--- config.mk ---
export PLATFORM = sky130hd
export DESIGN_NAME = usb_irq_tree
export DESIGN_NICKNAME = d
export VERILOG_FILES = /design/src/rtl/usb_irq_tree.sv
export SDC_FILE = /design/constraint.sdc
export NUM_CORES = 1
export LEC_CHECK = 0
export ABC_CLOCK_PERIOD_IN_PS = 2200
export BUFFER_PORTS_ARGS = -buffer_cell sky130_fd_sc_hd__buf_2
export CAP_MARGIN = 20
export CORE_MARGIN = 2
export CORE_UTILIZATION = 47
export CTS_BUF_LIST = sky130_fd_sc_hd__clkbuf_8
export DETAILED_ROUTE_END_ITERATION = 8
export GPL_TIMING_DRIVEN = 0
export PLACE_DENSITY = 0.78
export SLEW_MARGIN = 20
export SYNTH_ARGS = -nofsm -noshare
export SYNTH_HDL_FRONTEND = slang
export SYNTH_SLANG_ARGS = --single-unit
--- constraint.sdc ---
create_clock -name clk -period 2.2 [get_ports clk]
set_input_delay 0.66 -clock clk [delete_from_list [all_inputs] [get_ports clk]]
set_output_delay 0.66 -clock clk [all_outputs]
set_load 0.02 [all_outputs]
--- src/rtl/usb_irq_tree.sv ---
module usb_irq_tree #(
  parameter int NUM_FIFO = 4,
  parameter int AW = 4
) (
  input  logic                clk,
  input  logic                rst_n,
  input  logic [AW-1:0]       addr,
  input  logic                wr_en,
  input  logic [31:0]         wdata,
  output logic [31:0]         rdata,
  input  logic [5:0]          ev_ctl,
  input  logic [NUM_FIFO-1:0] ev_rx,
  input  logic [10:0]         ev_dev,
  output logic                irq_o
);
  localparam int W0 = 6;
  localparam int W1 = NUM_FIFO;
  localparam int W2 = 11;
  localparam int NG = 3;

  localparam logic [AW-1:0] A_CTRL    = AW'(0);
  localparam logic [AW-1:0] A_TOP_ST  = AW'(1);
  localparam logic [AW-1:0] A_TOP_MSK = AW'(2);
  localparam logic [AW-1:0] A_SUM     = AW'(3);
  localparam logic [AW-1:0] A_SUM_MSK = AW'(4);
  localparam logic [AW-1:0] A_G0_ST   = AW'(5);
  localparam logic [AW-1:0] A_G0_MSK  = AW'(6);
  localparam logic [AW-1:0] A_G1_ST   = AW'(7);
  localparam logic [AW-1:0] A_G1_MSK  = AW'(8);
  localparam logic [AW-1:0] A_G2_ST   = AW'(9);
  localparam logic [AW-1:0] A_G2_MSK  = AW'(10);

  logic          ctrl_en;
  logic          top_st;
  logic [1:0]    top_msk;
  logic [NG-1:0] sum_msk;
  logic [W0-1:0] g0_st, g0_msk;
  logic [W1-1:0] g1_st, g1_msk;
  logic [W2-1:0] g2_st, g2_msk;

  logic [NG-1:0] sum_raw, sum_pend;
  logic          top_pend;

  assign sum_raw  = {|(g2_st & ~g2_msk), |(g1_st & ~g1_msk), |(g0_st & ~g0_msk)};
  assign sum_pend = sum_raw & ~sum_msk;
  assign top_pend = top_st & ~top_msk[0];
  assign irq_o    = ctrl_en & (top_msk[1] ? top_pend : ~top_pend);

  function automatic logic wr_hit(input logic [AW-1:0] a);
    return wr_en && (addr == a);
  endfunction

  always_ff @(posedge clk or negedge rst_n) begin
    if (!rst_n) begin
      ctrl_en <= 1'b0;
      top_st  <= 1'b0;
      top_msk <= '1;
      sum_msk <= '1;
      g0_st   <= '0;
      g0_msk  <= '1;
      g1_st   <= '0;
      g1_msk  <= '1;
      g2_st   <= '0;
      g2_msk  <= '1;
    end else begin
      g0_st  <= (g0_st & ~(wr_hit(A_G0_ST) ? wdata[W0-1:0] : '0)) | ev_ctl;
      g1_st  <= (g1_st & ~(wr_hit(A_G1_ST) ? wdata[W1-1:0] : '0)) | ev_rx;
      g2_st  <= (g2_st & ~(wr_hit(A_G2_ST) ? wdata[W2-1:0] : '0)) | ev_dev;
      top_st <= (|sum_pend) | (top_st & ~(wr_hit(A_TOP_ST) & wdata[0]));
      if (wr_hit(A_CTRL))    ctrl_en <= wdata[0];
      if (wr_hit(A_TOP_MSK)) top_msk <= wdata[1:0];
      if (wr_hit(A_SUM_MSK)) sum_msk <= wdata[NG-1:0];
      if (wr_hit(A_G0_MSK))  g0_msk  <= wdata[W0-1:0];
      if (wr_hit(A_G1_MSK))  g1_msk  <= wdata[W1-1:0];
      if (wr_hit(A_G2_MSK))  g2_msk  <= wdata[W2-1:0];
    end
  end

  always_comb begin
    rdata = '0;
    case (addr)
      A_CTRL:    rdata[0]      = ctrl_en;
      A_TOP_ST:  rdata[0]      = top_st;
      A_TOP_MSK: rdata[1:0]    = top_msk;
      A_SUM:     rdata[NG-1:0] = sum_raw;
      A_SUM_MSK: rdata[NG-1:0] = sum_msk;
      A_G0_ST:   rdata[W0-1:0] = g0_st;
      A_G0_MSK:  rdata[W0-1:0] = g0_msk;
      A_G1_ST:   rdata[W1-1:0] = g1_st;
      A_G1_MSK:  rdata[W1-1:0] = g1_msk;
      A_G2_ST:   rdata[W2-1:0] = g2_st;
      A_G2_MSK:  rdata[W2-1:0] = g2_msk;
      default:   rdata         = '0;
    endcase
  end

  a_r2_event_sets: assert property (@(posedge clk) disable iff (!rst_n)
    (|ev_dev) |=> ((g2_st & $past(ev_dev)) == $past(ev_dev)));

  a_r3_w1c_clears: assert property (@(posedge clk) disable iff (!rst_n)
    (wr_hit(A_G0_ST) && ((wdata[W0-1:0] & ev_ctl) == '0)) |=> ((g0_st & $past(wdata[W0-1:0])) == '0));

  a_r3_zero_write: assert property (@(posedge clk) disable iff (!rst_n)
    (wr_hit(A_G1_ST) && wdata[W1-1:0] == '0 && ev_rx == '0) |=> $stable(g1_st));

  a_r4_event_wins: assert property (@(posedge clk) disable iff (!rst_n)
    (wr_hit(A_G0_ST) && ((wdata[W0-1:0] & ev_ctl) != '0)) |=> ((g0_st & $past(ev_ctl)) == $past(ev_ctl)));

  a_r6_top_sets: assert property (@(posedge clk) disable iff (!rst_n)
    (|sum_pend) |=> top_st);

  a_r8_disabled_low: assert property (@(posedge clk) disable iff (!rst_n)
    !ctrl_en |-> !irq_o);
endmodule

==> results.yml <==
yosys:
  synth_area_leader_cell: "dfstp_2"
  ys_ff_latch: 49
  synth.avg_cell_area_um2: 10.9
  ys.flop_type: "dfstp_2"
  synth_top_area_share: 0.248
  synth_edf_count: 0
  async_flop_share: 1.00
  synth_seq_area_share: 0.457
  syn_inst: 252
  mappedNetlistArea_um2: 2750
  yosys_warnings: 0
  yosys-top-cells-area: "dfstp_2 25%, dfrtp_1 21%, mux2_2 11%"
  synth_cell_types: 51
clock_tree:
  root_buffer: "clkbuf_8"
  clk_pin_slew_ns: 0.09
  cts_max_level: 2
  hold_buffers: 0
  clock_latency_ns: 0.30
  cts_tree: "built"
  numCtsBuffers: 5
  max-clock-path-buffers: 2
  clock_sinks: 49
power:
  leakagePower_nw: 1.64
  p_sw_w: 0.000687
  p_sw_frac: 0.291
  power_frac_comb: 0.245
  power_frac_clock: 0.240
  peakVddDrop_mv: 0.441
  seq_power_share: 0.515
  p_per_area_nw_per_um2: 647
  totalPowerFinal_w: 0.00236
  p_int_w: 0.00167
sta:
  fmaxAchievable_mhz: 386
  tightestPinTransition_ns: 0.606
  hold_violations: 0
  clock_skew_ns: 0.00140
  relSlewSlack: 0.596
  period_minus_slack_ns: 2.59
  rsz0062_at_grt: "yes"
  final.setup.tns_ns: -1.97
  drv_slew: 0
  fin_crit_sh: 1.18
  setup_viol: 11
  fin_ws_ns: -0.392
setup_path:
  critical-path-slowest-cell: "dfstp_2"
  cp_cell_sequence: "nor2b_1 > a2111oi_4 > o2111ai_2 > nor3_2 > o21ai_1 > buf_2"
  critical_path.reg2reg.endpoint: "top_st"
  slowest_delay_ns: 0.55
  arrival_ns: 1.93
  critPathKind: "reg2out"
  required_ns: 1.54
  critPathBufInv: 1
  cp_top_family: "compound AO/OA/AOI/OAI gates"
  timing.rr.start: "g2_msk[4]"
  worst_setup_path_end_kind: "output pin"
  critPathMaxFanout: 3
  cp-start-kind: "flip-flop"
  r2r_slack_ns: 0.39
  r2r_cells: 7
drt:
  num_vias: 2189
  wl_mm: 6.68
  drt_iter0_markers: 140
  viasPerCell: 5.26
  routedWlPerCell_um: 16.1
  ant_nets: 0
  drc_errors: 0
  dr.pass1.iters: 4
die:
  initial_core_util: 0.494
  rows: 27
  die_w_um: 80.5
  die_area_um2: 6480
  io_pins: 93
  die_h_um: 80.5
  core_um2: 5570
final_layout:
  fill_cells: 462
  antenna_cells: 0
  area_growth_pct: 32.4
  final_nets: 403
  drive_gt1_frac: 0.547
worst_hold_path:
  hold_class: "in2async"
global_route:
  track_usage: 0.206
  gr-total-overflow: 0
  grt_pass1_wl_mm: 10.2
  grt_antenna_before_repair: 0
  grt_max_degree: 50
  grt_pass1_vias: 2121
placement:
  dp_hpwl_mm: 4.57
  pre_cts_ws_ns: -0.454
  io_buffers: 49
  gp_congestion: 0.973
status:
  status: "finished with violations"
  violations: "setup timing"
run:
  max_cap_viol_count: 0
## cell usage after synthesis (2+ instances only)
master and count:
a21o_1 22, buf_6 2, mux2i_1 5, a22oi_1 6, clkbuf_8 2, dfstp_2 26
mux2_2 26, nor2b_1 7, o22ai_1 5, a21oi_1 3, nand2_1 29, nor3_1 2
o221ai_1 2, dfrtp_1 23, nand3_1 2, inv_1 15, a22o_2 5, and2b_4 2
nor2_1 5, buf_4 23, buf_2 2, and3_2 2, o21ai_0 8
## layout by cell type (no fill, tap or decap), types with 4 or more instances in the layout
| cell | count |
|---|---|
| buf_4 | 38 |
| buf_2 | 37 |
| nand2_1 | 28 |
| mux2_2 | 26 |
| dfstp_2 | 26 |
| dfrtp_1 | 23 |
| a21o_1 | 22 |
| conb_1 | 21 |
| inv_1 | 15 |
| buf_6 | 13 |
| clkbuf_8 | 7 |
| nor2b_1 | 6 |
| o22ai_1 | 5 |
| a22o_4 | 4 |
| a22oi_1 | 4 |
| o21ai_1 | 4 |
| buf_12 | 4 |
| mux2i_1 | 4 |
## through the flow
stage	util	hold WS, ns	instances	instance area, um2
after global placement	0.569	0.465	393	3170
after global routing	0.653	0.398	416	3640
after detailed placement	0.569	0.480	393	3170
after floorplan	-	0.364	272	2840
final	0.653	0.352	416	3640
after CTS	0.599	0.501	403	3340
## power groups by stage
stage / logic (W) / registers, W / clock network (W)
after global routing: 0.000628 / 0.00123 / 0.000608
after global placement: 0.000468 / 0.00121 / 0
after CTS: 0.000498 / 0.00120 / 0.000571
after floorplan: 0.000350 / 0.00118 / 0
final: 0.000578 / 0.00121 / 0.000566
after detailed placement: 0.000477 / 0.00122 / 0
## layer usage
| metal | routed length, um | GRT usage |
|---|---|---|
| met5 | 0 | 0 |
| met4 | 70 | 0.0559 |
| met3 | 410 | 0.0393 |
| met2 | 3400 | 0.352 |
| met1 | 2800 | 0.267 |
## cells by family (layout without fill, tap and decap cells)
kind of cell,Yosys count,count (layout),share of synthesized area
AO/OA/AOI/OAI,59,59,0.161
XOR/XNOR,1,1,0.00318
buffers and inverters,46,118,0.109
flip-flops,49,49,0.457
multiplexers,34,34,0.147
other,1,21,0.00136
AND/OR/NAND/NOR,62,62,0.121
## sequential cells by signal, indices dropped and copies added, names as in the netlist, 2 cells and up
signal,cells
g2_msk,11
g1_st,4
g1_msk,4
sum_msk,3
g0_st,6
g2_st,11
g0_msk,6
top_msk,2
## worst max path at each step
stage	from	cells after the start	slack (ns)	to
after floorplan	addr[1]	5	-0.03	rdata[0]
after global placement	addr[0]	7	-0.47	rdata[0]
after detailed placement	addr[0]	7	-0.45	rdata[0]
after CTS	g2_msk[3]	6	-0.49	rdata[2]
after global routing	g2_msk[4]	6	-0.46	rdata[2]
final	g2_msk[4]	6	-0.39	rdata[2]
## final cells by class
cell class                 instances  area, um2  area share
buffer                            28        224      0.0615
sequential                        49       1260       0.346
multi-input combinational        177       1400       0.385
clock inverter                     2       13.8     0.00378
timing repair buffer              67        515       0.142
tap                               72       90.1      0.0247
inverter                          15       56.3      0.0155
clock buffer                       6       82.6      0.0227
## timing repair
item	CTS	global route
gates cloned	0	1
pin swaps	2	15
setup endpoints to repair	11	11
resized for setup	18	46
buffers inserted	2	15
(Power assumes the default switching activity.)
